**src/rtl/qsq_pkg.sv**
```systemverilog
package qsq_pkg;

   typedef enum logic [0:0] {
      SQ_IMPL_TABLE = 1'b0,
      SQ_IMPL_LOGIC = 1'b1
   } sq_impl_e;

   localparam int unsigned QSQ_MAX_N       = 32;
   localparam int unsigned QSQ_MAX_TABLE_N = 12;

   // Shift-and-add squaring of an operand of up to QSQ_MAX_N bits.
   function automatic logic [2*QSQ_MAX_N-1:0] sq_shift_add(
      input logic [QSQ_MAX_N-1:0] v
   );
      logic [2*QSQ_MAX_N-1:0] acc;
      logic [2*QSQ_MAX_N-1:0] addend;
      acc    = '0;
      addend = {{QSQ_MAX_N{1'b0}}, v};
      for (int k = 0; k < QSQ_MAX_N; k++) begin
         if (v[k]) acc = acc + addend;
         addend = addend << 1;
      end
      return acc;
   endfunction

endpackage

```
**src/rtl/qsq_operand_prep.sv**
```systemverilog
module qsq_operand_prep #(
   parameter int unsigned N = 16
) (
   input  logic [N-1:0]   a,
   input  logic [N-1:0]   b,
   output logic [N-1:0]   x_idx,
   output logic [N-1:0]   y_idx,
   output logic [2*N-1:0] corr
);
   localparam int unsigned W2 = 2 * N;

   logic [N:0]        sum_full;
   logic signed [N:0] diff_s;
   logic signed [N:0] y_floor;
   logic [N:0]        y_mag;
   logic              par_odd;
   logic              unused_bits;

   // Full-width sum keeps the carry so x never wraps.
   assign sum_full = {1'b0, a} + {1'b0, b};
   assign x_idx    = sum_full[N:1];

   // Arithmetic shift of the signed difference floors toward minus infinity.
   assign diff_s  = $signed({1'b0, a}) - $signed({1'b0, b});
   assign y_floor = diff_s >>> 1;
   assign y_mag   = y_floor[N] ? N'(0) - y_floor : y_floor;
   assign y_idx   = y_mag[N-1:0];

   assign par_odd = a[0] ^ b[0];
   assign corr    = par_odd ? {{N{1'b0}}, b} : {W2{1'b0}};

   assign unused_bits = ^{sum_full[0], y_mag[N]};
endmodule

```
**src/rtl/qsq_square_unit.sv**
```systemverilog
module qsq_square_unit #(
   parameter int unsigned        N       = 16,
   parameter qsq_pkg::sq_impl_e  SQ_IMPL = qsq_pkg::SQ_IMPL_LOGIC
) (
   input  logic [N-1:0]   idx,
   output logic [2*N-1:0] sq
);
   localparam int unsigned W2    = 2 * N;
   localparam int unsigned DEPTH = 1 << N;

   generate
      if (SQ_IMPL == qsq_pkg::SQ_IMPL_TABLE) begin : g_table
         if (N > qsq_pkg::QSQ_MAX_TABLE_N) begin : g_too_big
            $error("qsq_square_unit: table variant limited to small N");
         end
         logic [W2-1:0] tbl [DEPTH];
         for (genvar i = 0; i < DEPTH; i++) begin : g_entry
            assign tbl[i] = W2'(i * i);
         end
         assign sq = tbl[idx];
      end else begin : g_logic
         logic [2*qsq_pkg::QSQ_MAX_N-1:0] sq_wide;
         logic                            unused_hi;
         assign sq_wide   = qsq_pkg::sq_shift_add(
                               {{(qsq_pkg::QSQ_MAX_N-N){1'b0}}, idx});
         assign sq        = sq_wide[W2-1:0];
         assign unused_hi = ^sq_wide;
      end
   endgenerate
endmodule

```
**src/rtl/qsq_combine.sv**
```systemverilog
module qsq_combine #(
   parameter int unsigned N = 16
) (
   input  logic [2*N-1:0] sq_x,
   input  logic [2*N-1:0] sq_y,
   input  logic [2*N-1:0] corr,
   output logic [2*N-1:0] prod
);
   // Modulo 2^(2N): a negative x^2-y^2 is cancelled by the correction.
   logic [2*N-1:0] sq_diff;
   assign sq_diff = sq_x - sq_y;
   assign prod    = sq_diff + corr;
endmodule

```
**src/rtl/qsq_mult.sv**
```systemverilog
module qsq_mult #(
   parameter int unsigned       N       = 16,
   parameter qsq_pkg::sq_impl_e SQ_IMPL = (N <= 10) ? qsq_pkg::SQ_IMPL_TABLE
                                                    : qsq_pkg::SQ_IMPL_LOGIC
) (
   input  logic           clk_i,
   input  logic           rst_i,
   input  logic           in_valid,
   input  logic [N-1:0]   a,
   input  logic [N-1:0]   b,
   output logic           out_valid,
   output logic [2*N-1:0] product
);
   localparam int unsigned W2 = 2 * N;

   generate
      if (N < 2 || N > qsq_pkg::QSQ_MAX_N) begin : g_bad_n
         $error("qsq_mult: N must lie in 2..32");
      end
   endgenerate

   logic [N-1:0]  x_idx;
   logic [N-1:0]  y_idx;
   logic [W2-1:0] corr_c;
   logic [W2-1:0] sq_x_c;
   logic [W2-1:0] sq_y_c;

   qsq_operand_prep #(.N(N)) u_prep (
      .a     (a),
      .b     (b),
      .x_idx (x_idx),
      .y_idx (y_idx),
      .corr  (corr_c)
   );

   qsq_square_unit #(.N(N), .SQ_IMPL(SQ_IMPL)) u_sq_x (
      .idx (x_idx),
      .sq  (sq_x_c)
   );

   qsq_square_unit #(.N(N), .SQ_IMPL(SQ_IMPL)) u_sq_y (
      .idx (y_idx),
      .sq  (sq_y_c)
   );

   // Stage 1: lookup results
   logic          s1_valid;
   logic [W2-1:0] s1_sq_x;
   logic [W2-1:0] s1_sq_y;
   logic [W2-1:0] s1_corr;

   always_ff @(posedge clk_i) begin
      if (rst_i) begin
         s1_valid <= 1'b0;
         s1_sq_x  <= '0;
         s1_sq_y  <= '0;
         s1_corr  <= '0;
      end else begin
         s1_valid <= in_valid;
         if (in_valid) begin
            s1_sq_x <= sq_x_c;
            s1_sq_y <= sq_y_c;
            s1_corr <= corr_c;
         end
      end
   end

   // Stage 2: combine
   logic [W2-1:0] prod_c;

   qsq_combine #(.N(N)) u_comb (
      .sq_x (s1_sq_x),
      .sq_y (s1_sq_y),
      .corr (s1_corr),
      .prod (prod_c)
   );

   always_ff @(posedge clk_i) begin
      if (rst_i) begin
         out_valid <= 1'b0;
         product   <= '0;
      end else begin
         out_valid <= s1_valid;
         if (s1_valid) product <= prod_c;
      end
   end
endmodule

```
**config.mk**
```make
export PLATFORM = sky130hd
export DESIGN_NAME = qsq_mult
export DESIGN_NICKNAME = d
export VERILOG_FILES = /design/src/rtl/qsq_pkg.sv /design/src/rtl/qsq_operand_prep.sv /design/src/rtl/qsq_square_unit.sv /design/src/rtl/qsq_combine.sv /design/src/rtl/qsq_mult.sv
export SDC_FILE = /design/constraint.sdc
export NUM_CORES = 2
export LEC_CHECK = 0
export ABC_AREA = 1
export BUFFER_PORTS_ARGS = -buffer_cell sky130_fd_sc_hd__buf_4
export CORE_MARGIN = 1.5
export CORE_UTILIZATION = 27
export DETAILED_ROUTE_END_ITERATION = 10
export GPL_ROUTABILITY_DRIVEN = 0
export PLACE_DENSITY = 0.42
export SYNTH_ARGS = -nofsm -noshare
export SYNTH_HDL_FRONTEND = slang
export SYNTH_SLANG_ARGS = --single-unit
```
**constraint.sdc**
```tcl
create_clock -name clk_i -period 28.2 [get_ports clk_i]
set_clock_uncertainty 0.05 [all_clocks]
set_input_delay 1.41 -clock clk_i [delete_from_list [all_inputs] [get_ports clk_i]]
set_output_delay 1.41 -clock clk_i [all_outputs]
set_load 0.02 [all_outputs]
```
Word-level counts from Yosys, hierarchy flattened
Cells that the tools add are included.

storage, ports and cells
  input port bits = 35
  output and inout bits = 33
  word-level logic and storage cells = 76
  register bits after elaboration = 130

cells by class
  bitwise logic cells = 1
  multiplexer cells = 34
  add/sub/neg operators = 35

operator list
  kind                   number
  $mux 32                30
  $add 32x17->32         2
  $add 32x18->32         2
  $add 32x19->32         2
  $add 32x20->32         2
  $add 32x21->32         2
  $add 32x22->32         2
  $add 32x23->32         2
  $add 32x24->32         2
  $add 32x25->32         2
  $add 32x26->32         2
  $add 32x27->32         2
  $add 32x28->32         2
  $add 32x29->32         2
  $add 32x30->32         2
  $add 32x31->32         2
  $mux 16                4
  $add 32x32->32         1
  $sub 32x32->32         1
  $add 16x16->17         1
  $sub 16x16->17         1
  $sub 1x16->16 const A  1
  $xor 1x1->1            1

Longest topological paths before layout
  depth in word-level cells = 34
  gate-level depth with buffers = 143
  gate-level depth less buffers = 141

Hierarchy
From an unflattened synthesis, not the netlist that was laid out.

unflattened totals
  cells, all modules = 6354
  area total of the unflattened synthesis = 37506.0 µm²

by module, submodules not included
  module                     cells an instance  sequential area each (µm²)  instances  area each (µm²)
  qsq_square_unit at u_sq_y  2220               0.0                         1          13148.9
  qsq_square_unit at u_sq_x  2202               0.0                         1          13095.1
  qsq_mult                   817                2602.5                      1          5260.0
  qsq_combine                658                0.0                         1          3467.1
  qsq_operand_prep           457                0.0                         1          2534.9

Least setup slack after synthesis
Ideal clock, no wire load.

  path type = input to register
  start = input a[0]
  end = register s1_sq_y[30]
  stages on the path = 119
  path buffers = 3
  library setup time = 95 ps
  data arrival time = 19433 ps
  data required time = 28055 ps
  setup slack = 8622 ps
  path through = inv_1 > ha_1 > fa_1 > buf_4 > inv_1 > a21oi_1 > nand3_1 > clkinv_1 > nand2_1 > nor2_2 > nor2_1 > nand2_1 > nand2_1 > inv_1 > buf_2 > buf_2 > nor2_1 > ha_1 > (+83 left out) > ha_1 > inv_1 > o21bai_1 > a21oi_1 > o21ai_0 > xnor2_1 > o21ai_1 > ha_1 > a21oi_1 > nand2_1 > a21oi_1 > nor2_1 > o21ai_0 > nand3b_1 > nand2_1 > xnor2_1 > nand2_1 > a221oi_1

on the way
  word-level cells in the longest chain between the ends = 34

ends and longest elaborated chain
  item                    RTL line                source
  start: declaration      qsq_mult.sv:9           input logic [N-1:0] a,
  $sub 16x16->17 *        qsq_operand_prep.sv:24  assign diff_s = $signed({1'b0, a}) - $signed({1'b0, b});
  $sub 1x16->16           qsq_operand_prep.sv:26  assign y_mag = y_floor[N] ? N'(0) - y_floor : y_floor;
  $mux 16 *               qsq_operand_prep.sv:26
  $mux 16                 qsq_pkg.sv:20           if (v[k]) acc = acc + addend;
  $add 32x17->32          qsq_pkg.sv:20
  $mux 32                 qsq_pkg.sv:20
  $add 32x18->32          qsq_pkg.sv:20
  $mux 32                 qsq_pkg.sv:20
  (+18 left out)          -
  $add 32x28->32          qsq_pkg.sv:20
  $mux 32                 qsq_pkg.sv:20
  $add 32x29->32          qsq_pkg.sv:20
  $mux 32                 qsq_pkg.sv:20
  $add 32x30->32          qsq_pkg.sv:20
  $mux 32                 qsq_pkg.sv:20
  $add 32x31->32          qsq_pkg.sv:20
  $mux 32 *               qsq_pkg.sv:20
  end signal: assignment  qsq_mult.sv:62          s1_sq_y <= sq_y_c;
  end: declaration        qsq_mult.sv:49          logic [W2-1:0] s1_sq_y;

Every way passes the cells marked *; elsewhere a longest branch is shown, timed or not.
A chain may end at the register's enable or synchronous reset.

Worst setup path in the final report
Same ends and word-level chain as after synthesis.

==> metrics.md <==
| Metric | Value |
|---|---|
| Status | completed |
| Clk pin slew, worst setup/hold paths | 0.06 ns |
| Vias in the first global route | between 20000 and 30000 |
| Post-layout min period | 21.65 ns |
| Tcrit/Tclk final | 0.768 |
| Final setup vio count | 0 |
| Num rows | 125 |
| Hold Fails Final Rpt | 0 |
| Ys Warns | 0 |
| Endpoint class of the critical path | register |
| Sequential-to-total area share from yosys stat | 0.0717 |
| DR vias | 30700 |
| Nets | roughly 5600 |
| Synth async-reset ratio | 0 |
| Clock Latency Late Sink | 0.47 ns |
| Cells after synthesis | between 4000 and 5000 |
| Post_cts resized | 0 |
| DRT Pass-1 Iters | 5 |
| Num CTS Buffers | 17 |
| Area Overhead vs Synth | 8.46% |
| Fin util | 0.296 |
| Layout cells sized above 1 | 0.102 |
| Post-CTS Setup Inserts | 0 |
| Largest net degree at the start of global routing | 47 |
| Max-cap violations | 0 |
| Slowest cell on crit path | inv_2 |
| Die height | 346 um |
| Worst Setup Path Type | in -> reg |
| # IOs | 68 |
| Most used cell, CP | inv_1 |
| Detail Route Antenna Nets | 0 |
| Core ar. | 117000 um2 |
| Slew HR | 0.350 |
| Detail Placement HPWL | around 84000 um |
| RSZ-0062 raised after global routing | no |
| Slew Viols, Final | 0 |
| Synth Net Count | 5548 |
| Synth Flop Type | dfxtp_1 |
| Clock Tree Buf Depth | 2 |
| Crit path max fanout | 26 |
| Worst hold path class | reg -> reg |
| GRT overflow | 0 |
| Worst Path Arrival | about 22 ns |
| Violation count after the first detailed-routing iteration | ~1600 |
| Full die area | 120000 um2 |
| Initial Utilization | 0.273 |
| FF-to-FF setup slack | 22.86 ns |
| Clk Tree Root Cell | clkbuf_16 |
| Total GRT Usage | 0.172 |
| Crit path largest cell delay | 0.55 ns |
| DR WL/cell | 16.2 um |
| TritonCTS clock tree | done |
| FF+latch count, synth | roughly 110 |
| Mapped cell area | 31800 um2 |
| Antenna violations before repair | 5 |
| Mean Syn Cell Area | between 6 and 7 um2 |
| F_max | 46.2 MHz |
| Post-synth EDFFs | 0 |
| Hold Buf Count CTS | 0 |
| Startpoint types | primary input |
| Drt total wl | 105000 um |
| Clk sink count | 114 |
| Port Buf Inserts | 67 |
| Synth unique cells | 75 |
| Htree depth | 4 |
| Drc violations | 0 |
| Worst-Margin Slew | just under 1 ns |
| Die X | around 350 um |
| Req. time, crit path | between 20 and 30 ns |
| TNS Setup | 0 ns |
| Vias per std cell | 4.74 |
| First-pass GRT wire length | between 150000 and 200000 um |
per-stage QoR:
step           hold slack (ns)  instances  cell area [um2]  worst slack, ns
3_5_place_dp             0.402       6445            33900             6.15
5_1_grt                  0.444       6477            34500             4.30
2_1_floorplan            0.376       4918            31800             8.62
3_3_place_gp             0.402       6445            33900             6.25
6_report                 0.409       6478            34500             6.55
4_1_cts                  0.411       6477            34500             6.57
synthesized netlist by cell type (all sizes together) (19+ instances only):
cell | instances | area, um2
a21oi | 537 | 2820
inv | 722 | 2720
fa | 44 | 881
clkbuf | 45 | 219
xor2 | 221 | 1970
o21bai | 133 | 1020
and2 | 25 | 159
nor2 | 324 | 1270
buf | 69 | 493
ha | 551 | 6890
o21ai | 473 | 2730
xnor2 | 111 | 972
dfxtp | 114 | 2280
nand3 | 226 | 1260
a31oi | 19 | 131
or2 | 65 | 407
nand2 | 1049 | 4210
o22ai | 23 | 144
layout make-up:
cell class                 count  area (um2)
antenna                        1        2.50
clock buffer                  20         457
clock inverter                12         130
fill                       12800       82000
inverter                     737        2770
multi-input combinational   3953       26100
sequential                   114        2280
tap                         1524        1910
timing repair buffer         117         878
layout by cell type (no fill, tap or decap), drive strengths merged, types with 3 or more instances in the layout:
master,n
nand4,12
ha,551
nand3b,8
a21boi,7
nand3,226
a32o,6
buf,117
a21o,15
and2,25
nor3,17
clkinv,20
nor2,324
a211oi,11
o221ai,5
a221oi,7
nor4,3
inv,725
a31oi,19
a21oi,537
nand2,1049
mux2i,7
o32ai,15
o21bai,133
fa,44
o31ai,18
o21a,9
o21ai,473
xnor2,111
o22ai,23
clkbuf,20
xor2,221
dfxtp,114
or2,65
flip-flops by register name, indices dropped and copies added (netlist names):
| signal | flops |
|---|---|
| product | 32 |
| s1_sq_x | 32 |
| s1_sq_y | 32 |
| s1_corr | 16 |
| out_valid | 1 |
| s1_valid | 1 |
critical path, delay by kind of cell:
family,cells,cell delay [ns]
AOI/OAI and AO/OA,31,6.07
xor gates and xnor gates,9,1.70
buffers and inverters,27,2.65
adders and majority gates,17,5.50
and+or+nand+nor,41,4.56
final timing paths:
path,start,to,cells after the start
setup / recovery,a[0],s1_sq_y[30]$_SDFFE_PP0P_,125
hold / removal,s1_sq_y[1]$_SDFFE_PP0P_,s1_sq_y[1]$_SDFFE_PP0P_,2
setup reg to reg,s1_sq_x[2]$_SDFFE_PP0P_,product[29]$_SDFFE_PP0P_,32
hold reg to reg,s1_sq_y[1]$_SDFFE_PP0P_,s1_sq_y[1]$_SDFFE_PP0P_,2
metal layers:
| layer | vias to the layer above | share of wire | track usage | wire length [um] |
|---|---|---|---|---|
| li1 | 16400 | - | - | - |
| met2 | 424 | 0.42 | 0.269 | 43900 |
| met1 | 13800 | 0.54 | 0.257 | 56300 |
| met3 | 60 | 0.033 | 0.0177 | 3490 |
| met5 | - | 0 | 0 | 0 |
| met4 | 0 | 0.0097 | 0.0240 | 1020 |
logic make-up after synthesis:
family	share of synthesized area
AOI/OAI and AO/OA	0.242
xor gates and xnor gates	0.0924
adders and majority gates	0.244
buffers and inverters	0.109
DFF	0.0717
muxes	0.00220
other	0.000118
and+or+nand+nor	0.238
Power is left out: the tool's default activity adds up to more than one toggle a clock period on the data nets, which glitch-free logic cannot reach.
